===== src/rtl/pwrseq_pkg.sv =====
package pwrseq_pkg;

  // Per-channel life cycle.
  typedef enum logic [1:0] {
    CH_IDLE   = 2'd0,  // off, nothing stored
    CH_QUEUED = 2'd1,  // request stored, waiting for its turn
    CH_RAMP   = 2'd2,  // granted, still in start-up current limit
    CH_LIVE   = 2'd3   // granted, power-on phase over
  } ch_phase_e;

  function automatic logic phase_drives(ch_phase_e p);
    return (p == CH_RAMP) || (p == CH_LIVE);
  endfunction

endpackage


===== src/rtl/pwrseq_pick.sv =====
// Lowest-index selector: at most one winner, and only while nobody ramps.
module pwrseq_pick #(
  parameter int NUM_CH = 4
) (
  input  logic [NUM_CH-1:0] queued,
  input  logic              busy,
  output logic [NUM_CH-1:0] win
);

  logic [NUM_CH:0] seen_below;

  assign seen_below[0] = 1'b0;

  for (genvar gi = 0; gi < NUM_CH; gi++) begin : g_chain
    assign seen_below[gi+1] = seen_below[gi] | queued[gi];
    assign win[gi]          = ~busy & queued[gi] & ~seen_below[gi];
  end

endmodule


===== src/rtl/pwrseq_chan.sv =====
module pwrseq_chan
  import pwrseq_pkg::*;
(
  input  logic      clk,
  input  logic      rst,
  input  logic      req,
  input  logic      ilim,
  input  logic      hot,
  input  logic      bypass,
  input  logic      win,
  output ch_phase_e phase,
  output logic      grant_q,
  output logic      pof_q
);

  ch_phase_e nxt;

  always_comb begin
    nxt = phase;
    if (!req) begin
      nxt = CH_IDLE;                     // switch-off skips the queue
    end else if (bypass) begin
      nxt = CH_LIVE;                     // strap: grant at once
    end else begin
      unique case (phase)
        CH_IDLE:   nxt = hot  ? CH_IDLE : CH_QUEUED;
        CH_QUEUED: nxt = win  ? CH_RAMP : CH_QUEUED;
        CH_RAMP:   nxt = ilim ? CH_RAMP : CH_LIVE;
        CH_LIVE:   nxt = CH_LIVE;
        default:   nxt = CH_IDLE;
      endcase
    end
  end

  always_ff @(posedge clk) begin
    if (rst) begin
      phase   <= CH_IDLE;
      grant_q <= 1'b0;
      pof_q   <= 1'b0;
    end else begin
      phase   <= nxt;
      grant_q <= phase_drives(nxt);
      pof_q   <= (nxt == CH_RAMP);
    end
  end

endmodule


===== src/rtl/poweron_sequencer.sv =====
module poweron_sequencer
  import pwrseq_pkg::*;
#(
  parameter int NUM_CH = 4
) (
  input  logic              clk,
  input  logic              rst,
  input  logic [NUM_CH-1:0] act_req,
  input  logic [NUM_CH-1:0] ilim_flag,
  input  logic              hot_gate,
  input  logic              seq_bypass,
  output logic [NUM_CH-1:0] drv_en,
  output logic [NUM_CH-1:0] pon_flag
);

  ch_phase_e         phase [NUM_CH];
  logic [NUM_CH-1:0] queued;
  logic [NUM_CH-1:0] win;
  logic              busy;

  // Registered power-on flags tell whether a channel is still ramping.
  assign busy = |pon_flag;

  pwrseq_pick #(.NUM_CH(NUM_CH)) u_pick (
    .queued (queued),
    .busy   (busy),
    .win    (win)
  );

  for (genvar gc = 0; gc < NUM_CH; gc++) begin : g_ch
    assign queued[gc] = (phase[gc] == CH_QUEUED);

    pwrseq_chan u_chan (
      .clk     (clk),
      .rst     (rst),
      .req     (act_req[gc]),
      .ilim    (ilim_flag[gc]),
      .hot     (hot_gate),
      .bypass  (seq_bypass),
      .win     (win[gc]),
      .phase   (phase[gc]),
      .grant_q (drv_en[gc]),
      .pof_q   (pon_flag[gc])
    );
  end

endmodule


===== config.mk =====
export PLATFORM = sky130hd
export DESIGN_NAME = poweron_sequencer
export DESIGN_NICKNAME = d
export VERILOG_FILES = /design/src/rtl/pwrseq_pkg.sv /design/src/rtl/pwrseq_pick.sv /design/src/rtl/pwrseq_chan.sv /design/src/rtl/poweron_sequencer.sv
export SDC_FILE = /design/constraint.sdc
export NUM_CORES = 1
export LEC_CHECK = 0
export ABC_AREA = 1
export BUFFER_PORTS_ARGS = -buffer_cell sky130_fd_sc_hd__buf_2
export CELL_PAD_IN_SITES_DETAIL_PLACEMENT = 0
export CELL_PAD_IN_SITES_GLOBAL_PLACEMENT = 1
export CORE_MARGIN = 2
export CORE_UTILIZATION = 35
export DETAILED_ROUTE_END_ITERATION = 6
export PLACE_DENSITY_LB_ADDON = 0.1
export SETUP_SLACK_MARGIN = 0.15
export SLEW_MARGIN = 20
export SYNTH_ARGS = -nofsm -noshare
export SYNTH_HDL_FRONTEND = slang
export SYNTH_SLANG_ARGS = --single-unit
export TNS_END_PERCENT = 1

===== constraint.sdc =====
create_clock -name clk -period 1.43 [get_ports clk]
set_clock_uncertainty 0.15 [all_clocks]
set_input_delay 0.143 -clock clk [delete_from_list [all_inputs] [get_ports clk]]
set_output_delay 0.143 -clock clk [all_outputs]
set_load 0.005 [all_outputs]

# Word level (Yosys, flattened, before mapping)

Cells that the tools add are included.

Memories kept: 0
Output and inout port bits: 8
Bits in writable memories: 0
Bits in latches: 0
ROM bits: 0
Input port bits: 12
Register bits after elaboration: 16
Logic and storage cells: 75

Reductions and logical operators: 9
Shift operators: 0
Bitwise operators: 13
Divide/modulo/power cells: 0
Multiply operators: 0
Muxes and demuxes: 21
Equality and inequality tests: 20
Order comparisons: 0
$add $sub $neg: 0

Operators with widths:

| cell                                                                  | number |
|---|---|
| 2-bit equality test, second input constant                            | 16 |
| 2-bit one-hot mux with 4 select lines                                 | 4 |
| 2-bit 2-to-1 mux                                                      | 12 |
| 2-bit by 1-bit equality test with 1-bit output, second input constant | 4 |
| 2-bit zero test                                                       | 4 |
| 1-bit AND                                                             | 7 |
| 1-bit 2-to-1 mux                                                      | 5 |
| 1-bit logical OR                                                      | 4 |
| 1-bit NOT                                                             | 4 |
| 4-bit OR reduction                                                    | 1 |
| 1-bit OR                                                              | 2 |

# Logic depth before layout (Yosys ltp)

Gate-level depths: netlist of the first run.

Depth in word-level cells: 11
Gate-level depth with buffers: 8
Depth with buffers taken out: 8

# Cells and area by module

A second synthesis of the first run with hierarchy kept.

Cell total of the unflattened synthesis: 136
Area, all modules: 825.8 um^2

By module, submodules not included:

| module            | area an instance (um^2) | cells an instance | instances | sequential area each (um^2) |
|---|---|---|---|---|
| pwrseq_chan       | 183.9                   | 28                | 4         | 80.1 |
| pwrseq_pick       | 48.8                    | 13                | 1         | 0.0 |
| poweron_sequencer | 41.3                    | 11                | 1         | 0.0 |

# Worst setup path before layout of the first run

No wires, ideal clock.

Kind: reg2reg
Start point: reg g_ch[3].u_chan.pof_q
End point: reg g_ch[3].u_chan.pof_q
Clock period less this slack: 1,057 ps
Arrival time: 845 ps
Setup time: 62 ps
Path buffers: 0
Slack: 373 ps
Required time: 1,218 ps
Cell stages (with the launch flop): 8
Cell sequence: dfxtp_1 -> nor2_4 -> nand2_4 -> nor2_2 -> nand2_1 -> nand2_1 -> nand2_2 -> nor2_2

Longest elaborated chain between the ends: 9

RTL lines:

| element                               | line                    | source |
|---|---|---|
| start: declaration                    | pwrseq_chan.sv:13       | `output logic pof_q` |
| start signal: assignment              | pwrseq_chan.sv:43       | `pof_q <= (nxt == CH_RAMP);` |
| 4-bit OR reduction                    | poweron_sequencer.sv:22 | `assign busy = \|pon_flag;` |
| 1-bit NOT                             | pwrseq_pick.sv:16       | `assign win[gi] = ~busy & queued[gi] & ~seen_below[gi];` |
| 1-bit AND (2 in series)               | pwrseq_pick.sv:16       |  |
| 2-bit 2-to-1 mux                      | pwrseq_chan.sv:27       | `CH_QUEUED: nxt = win ? CH_RAMP : CH_QUEUED;` |
| 2-bit one-hot mux with 4 select lines | pwrseq_chan.sv:25       | `unique case (phase)` |
| 2-bit 2-to-1 mux                      | pwrseq_chan.sv:22       | `end else if (bypass) begin` |
| 2-bit 2-to-1 mux                      | pwrseq_chan.sv:20       | `if (!req) begin` |
| 2-bit equality test                   | pwrseq_chan.sv:43       |  |

No other way between the ends.
A chain may end at the register's enable or synchronous reset.

==> run summary, run 1 <==
WP data arrival: 1.25 ns
Worst-path clk slew: 0.09 ns
CTS HTree Levels: 1
Ys Warns: 0
largest net degree at the start of global routing: 9
Die X-Extent: 50.5 um
die footprint: 2550 sq um
first-pass GRT wire length: 2290 um
Leakage: 0.526 nW
gpl congestion: 0.798
final setup violation count: 0
CTS tree: done
Via density: 4.21
diode count: 0
final worst slack: 0.250 ns
post-synthesis sequential area ratio: 0.422
P per Cell Area: 963 nW/um^2
I/O Pins: 20
Hold Fails Final Rpt: 0
Max VDD drop: 0.466 mV
final instance area: 897 sq um
Vias: 640
Synth Register Bits: 16
Critical Path Sink Type: register
min-delay worst type: input port to register
vias in the first global route: 543
Tcrit/Tclk final: 0.825
post-synthesis cell type count: 16
number of cells produced by synthesis: 107
Synth top area share: 0.422
Slew Limit Fails: 0
initial antenna violation count: 0
clock sink count: 16
Setup TNS: 0 ns
DR WL/cell: 9.24 um
pre-CTS WS: 0.275 ns
Worst setup SP type: input port
final non-filler cell total: 152
Mean Syn Cell Area: 7.09 sq um
Syn-to-layout area delta: 18.3%
share of cells above drive strength 1: 0.264
fin nets: 139
max incr delay on CP: 0.52 ns
Synth area leaders: dfxtp_1 42%, inv_1 11%, nand2_1 11%
CP Class: input port to register
area leader, netlist: dfxtp_1
Final min period: 1.18 ns
routed wire length: 1410 um
Max-cap violations: 0
CP max FO: 3
RSZ-0062 raised after global routing: no
ANT nets after route: 0
Slowest-stage cell, CP: dlygate4sd3_1
post-synthesis net count: 119
# DRC: 0
row count: 16
Initial Util: 0.379
maximum clock path buffer count: 2
Cell Area, Synth: 758 sq um
placed cells: 145
total gr overflow: 0
slew margin rel.: 0.878
r2r setup slk: 0.27 ns
Clock Tree Root: clkbuf_4
Initial DRC Count: 12
worst skew pair latency: 0.28 ns
worst slew pin tran: 0.183 ns
port bufs: 19
DP Wirelength: 1100 um
post-CTS setup buffer count: 0
aggregate global-route resource usage: 0.123
worst-path cell chain: dlygate4sd3_1 -> buf_2 -> inv_1 -> nand2_1 -> inv_1 -> nand2_1 -> nor2_1
die height: 50.5 um
Worst EP required: 1.50 ns
DR pass1 iterations: 4
Core ar.: 2000 sq um
Fmax: 0.848 GHz
status: finished clean
CTS buffer count: 3
placed instance area: 827 sq um
final core occ: 0.448
-- worst max-delay path: cells and delay by family --
family                 cells  cell delay, ns
buffers and inverters      4            0.84
AND/OR/NAND/NOR            3            0.26
-- cell type report --
cell class	count	area, sq um
Fill cell	226	1100
Tap cell	27	33.8
Timing Repair Buffer	23	135
Multi-Input combinational cell	61	300
Sequential cell	16	323
Clock buffer	3	22.5
Inverter	22	82.6
-- layout by cell type (no fill, tap or decap), drive strengths merged --
| cell | synthesis | final |
|---|---|---|
| nand3 | 5 | 5 |
| a31oi | 1 | 1 |
| nor2 | 16 | 16 |
| clkbuf | 0 | 3 |
| inv | 22 | 22 |
| a21oi | 4 | 4 |
| dlygate4sd3 | 0 | 4 |
| nand4 | 1 | 1 |
| buf | 8 | 19 |
| o21ai | 7 | 7 |
| nand2 | 26 | 26 |
| o21bai | 1 | 1 |
| dfxtp | 16 | 16 |
-- kinds of logic (layout without fill, tap and decap cells) --
kind of cell,Yosys count,in the layout,synth area share
AND/OR/NAND/NOR,48,48,0.299
AO/OA/AOI/OAI,13,13,0.0908
buffers and inverters,30,48,0.188
flip-flops,16,16,0.422
-- flip-flops by register name (all words and copies together) (netlist names) --
signal and cells:
g_ch.u_chan.grant_q 4, g_ch.u_chan.phase 8, g_ch.u_chan.pof_q 4
-- cell usage after synthesis --
cell      number
nor2_4         2
nand3_1        5
o21bai_1       1
nand4_1        1
buf_4          8
nor2_1        11
a21oi_1        4
dfxtp_1       16
nand2_2        3
nor2_2         3
o21ai_1        4
nand2_4        1
o21ai_0        3
inv_1         22
a31oi_1        1
nand2_1       22
-- what timing repair did --
item,4_1_cts,5_1_grt
resized for setup,0,3
setup endpoints to repair,0,3
hold buffers,4,0
hold endpoints to repair,4,0
-- per-layer routing --
layer / track usage / routed length, um
met1: 0.170 / 677
met4: 0.0676 / 15
met5: 0 / 0
met3: 0.0268 / 93
met2: 0.178 / 618
-- stage by stage --
| stage | power (mW) | hold WS (ns) |
|---|---|---|
| 6_report | 0.864 | 0.0301 |
| 2_1_floorplan | 0.598 | 0.0646 |
| 5_1_grt | 0.922 | 0.0530 |
| 3_3_place_gp | 0.631 | 0.183 |
| 3_5_place_dp | 0.631 | 0.188 |
| 4_1_cts | 0.866 | 0.0289 |
-- report_power, final --
part,total [mW],internal [mW],switching (mW)
clock network,0.231,0.0976,0.133
registers,0.485,0.470,0.0151
logic,0.148,0.0641,0.0839
total,0.864,0.632,0.232
-- path summary, 6_finish.rpt --
check | from | endpoint | cells after the start
setup / recovery | rst | g_ch[1].u_chan.pof_q$_SDFF_PP0_ | 7
hold / removal | ilim_flag[2] | g_ch[2].u_chan.phase[0]$_SDFF_PP0_ | 4
setup reg to reg | g_ch[3].u_chan.pof_q$_SDFF_PP0_ | g_ch[3].u_chan.pof_q$_SDFF_PP0_ | 5
hold reg to reg | g_ch[1].u_chan.phase[0]$_SDFF_PP0_ | g_ch[1].u_chan.phase[0]$_SDFF_PP0_ | 2
Note: power is estimated with default switching activity, not from simulation.
==> inputs of run 2 (changes only) <==
==> constraint.sdc (replaced) <==
create_clock -name clk -period 1.2 [get_ports clk]
set_clock_uncertainty 0.15 [all_clocks]
set_input_delay 0.12 -clock clk [delete_from_list [all_inputs] [get_ports clk]]
set_output_delay 0.12 -clock clk [all_outputs]
set_load 0.005 [all_outputs]
==> run 2 against run 1 <==
Against the previous run: critical path depth is 2 lower; design area is 2.8% higher; first-iteration DRC count is 17% lower; worst hold slack worse by 0.018 ns; sequential cell count stayed put; critical path type is now register to register; critical endpoint is now g_ch[2].u_chan.pof_q$_SDFF_PP0_.
==> run summary, run 2 (synthesis results as in run 1) <==
Leakage: 0.534 nW
Critical Path Sink Type: register
Slowest-stage cell, CP: dfxtp_2
fin nets: 139
Vias: 649
CTS tree: done
vias in the first global route: 559
final setup violation count: 0
clock sink count: 16
CTS HTree Levels: 1
WP data arrival: 1.25 ns
number of flip-flops in the largest register: 8
Slew Limit Fails: 0
final core occ: 0.461
min-delay worst type: input port to register
Max VDD drop: 0.526 mV
initial antenna violation count: 0
largest net degree at the start of global routing: 9
aggregate global-route resource usage: 0.130
most frequent cells in the layout: 21 x inv_1, 20 x nand2_1, 19 x buf_2
port bufs: 19
Initial DRC Count: 10
Initial Util: 0.379
die footprint: 2550 sq um
Tcrit/Tclk final: 0.983
CTS buffer count: 3
Via density: 4.27
diode count: 0
DR WL/cell: 9.45 um
Final min period: 1.18 ns
CP Class: register to register
DR pass1 iterations: 4
Top reg by flops: g_ch.u_chan.phase
row count: 16
slew margin rel.: 0.844
Fmax: 0.848 GHz
share of cells above drive strength 1: 0.344
final instance area: 922 sq um
I/O Pins: 20
gpl congestion: 0.792
DP Wirelength: 1120 um
most common cell after layout, fill and taps aside: inv_1
# DRC: 0
ANT nets after route: 0
max incr delay on CP: 0.34 ns
Hold Fails Final Rpt: 0
Core ar.: 2000 sq um
status: finished clean
Filler cells: 225
worst slew pin tran: 0.232 ns
biggest regs: g_ch.u_chan.phase (8), g_ch.u_chan.grant_q (4), g_ch.u_chan.pof_q (4)
multi-input logic area: 322 sq um
Worst-path clk slew: 0.09 ns
Tot Pwr: 1.04 mW
placed instance area: 827 sq um
post-CTS setup buffer count: 0
Worst EP required: 1.27 ns
pre-CTS WS: 0.0415 ns
total gr overflow: 0
register area: 327 sq um
CP Buf/Inv Count: 0
worst skew pair latency: 0.27 ns
first-pass GRT wire length: 2440 um
RSZ-0062 raised after global routing: yes
routed wire length: 1440 um
Setup TNS: 0 ns
Syn-to-layout area delta: 21.6%
final worst slack: 0.0202 ns
Worst setup SP type: register
maximum clock path buffer count: 2
worst-path cell chain: nor2_4 -> nand2_4 -> o21ai_1 -> nand2_1 -> nor2_2
P per Cell Area: 1130 nW/um^2
CP max FO: 5
Clock Tree Root: clkbuf_4
die height: 50.5 um
Die X-Extent: 50.5 um
Max-cap violations: 0
CP delay by family, top: simple AND/OR/NAND/NOR gates
[run 2: per-stage QoR]
step,std cells,hold slack [ns]
final,152,0.0116
after global routing,152,0.0356
after CTS,152,0.00150
after detailed placement,145,0.162
after global placement,145,0.159
after floorplan,107,0.0416
[run 2: final cells by class]
class / instances / share of cell area
clock buffer: 3 / 0.0244
tap: 27 / 0.0366
timing repair buffer: 23 / 0.147
multi-input combinational: 61 / 0.349
inverter: 22 / 0.0896
sequential: 16 / 0.354
[run 2: where the power goes]
part	switching (mW)	internal, mW
sequential	0.0176	0.561
clock	0.155	0.116
combinational	0.108	0.0810
total	0.281	0.758
[run 2: final timing paths]
kind | startpoint | end | slack, ns | cells after the start
hold reg to reg | g_ch[1].u_chan.phase[0]$_SDFF_PP0_ | g_ch[1].u_chan.phase[0]$_SDFF_PP0_ | 0.43 | 2
setup / recovery | g_ch[3].u_chan.pof_q$_SDFF_PP0_ | g_ch[2].u_chan.pof_q$_SDFF_PP0_ | 0.02 | 5
hold / removal | ilim_flag[3] | g_ch[3].u_chan.phase[0]$_SDFF_PP0_ | 0.01 | 4
setup reg to reg | g_ch[3].u_chan.pof_q$_SDFF_PP0_ | g_ch[2].u_chan.pof_q$_SDFF_PP0_ | 0.02 | 5
[run 2: layer usage]
metal	global-route usage	up-vias	wire, um
met5	0	-	0
met4	0.0676	0	12
met3	0.0268	2	59
met2	0.191	13	659
met1	0.179	284	705
li1	-	350	-
[run 2: timing repair]
item / 4_1_cts / 5_1_grt
endpoints found under the hold margin: 6 / 0
pin swaps: 0 / 8
hold buffers: 4 / 0
endpoints found under the setup margin: 19 / 20
resized for setup: 2 / 11
[run 2: worst reg2reg max path, cell delays in order, from the launching register on]
cell	delay (ns)
dfxtp_2	0.34
nor2_4	0.15
nand2_4	0.10
o21ai_1	0.20
nand2_1	0.09
nor2_2	0.10
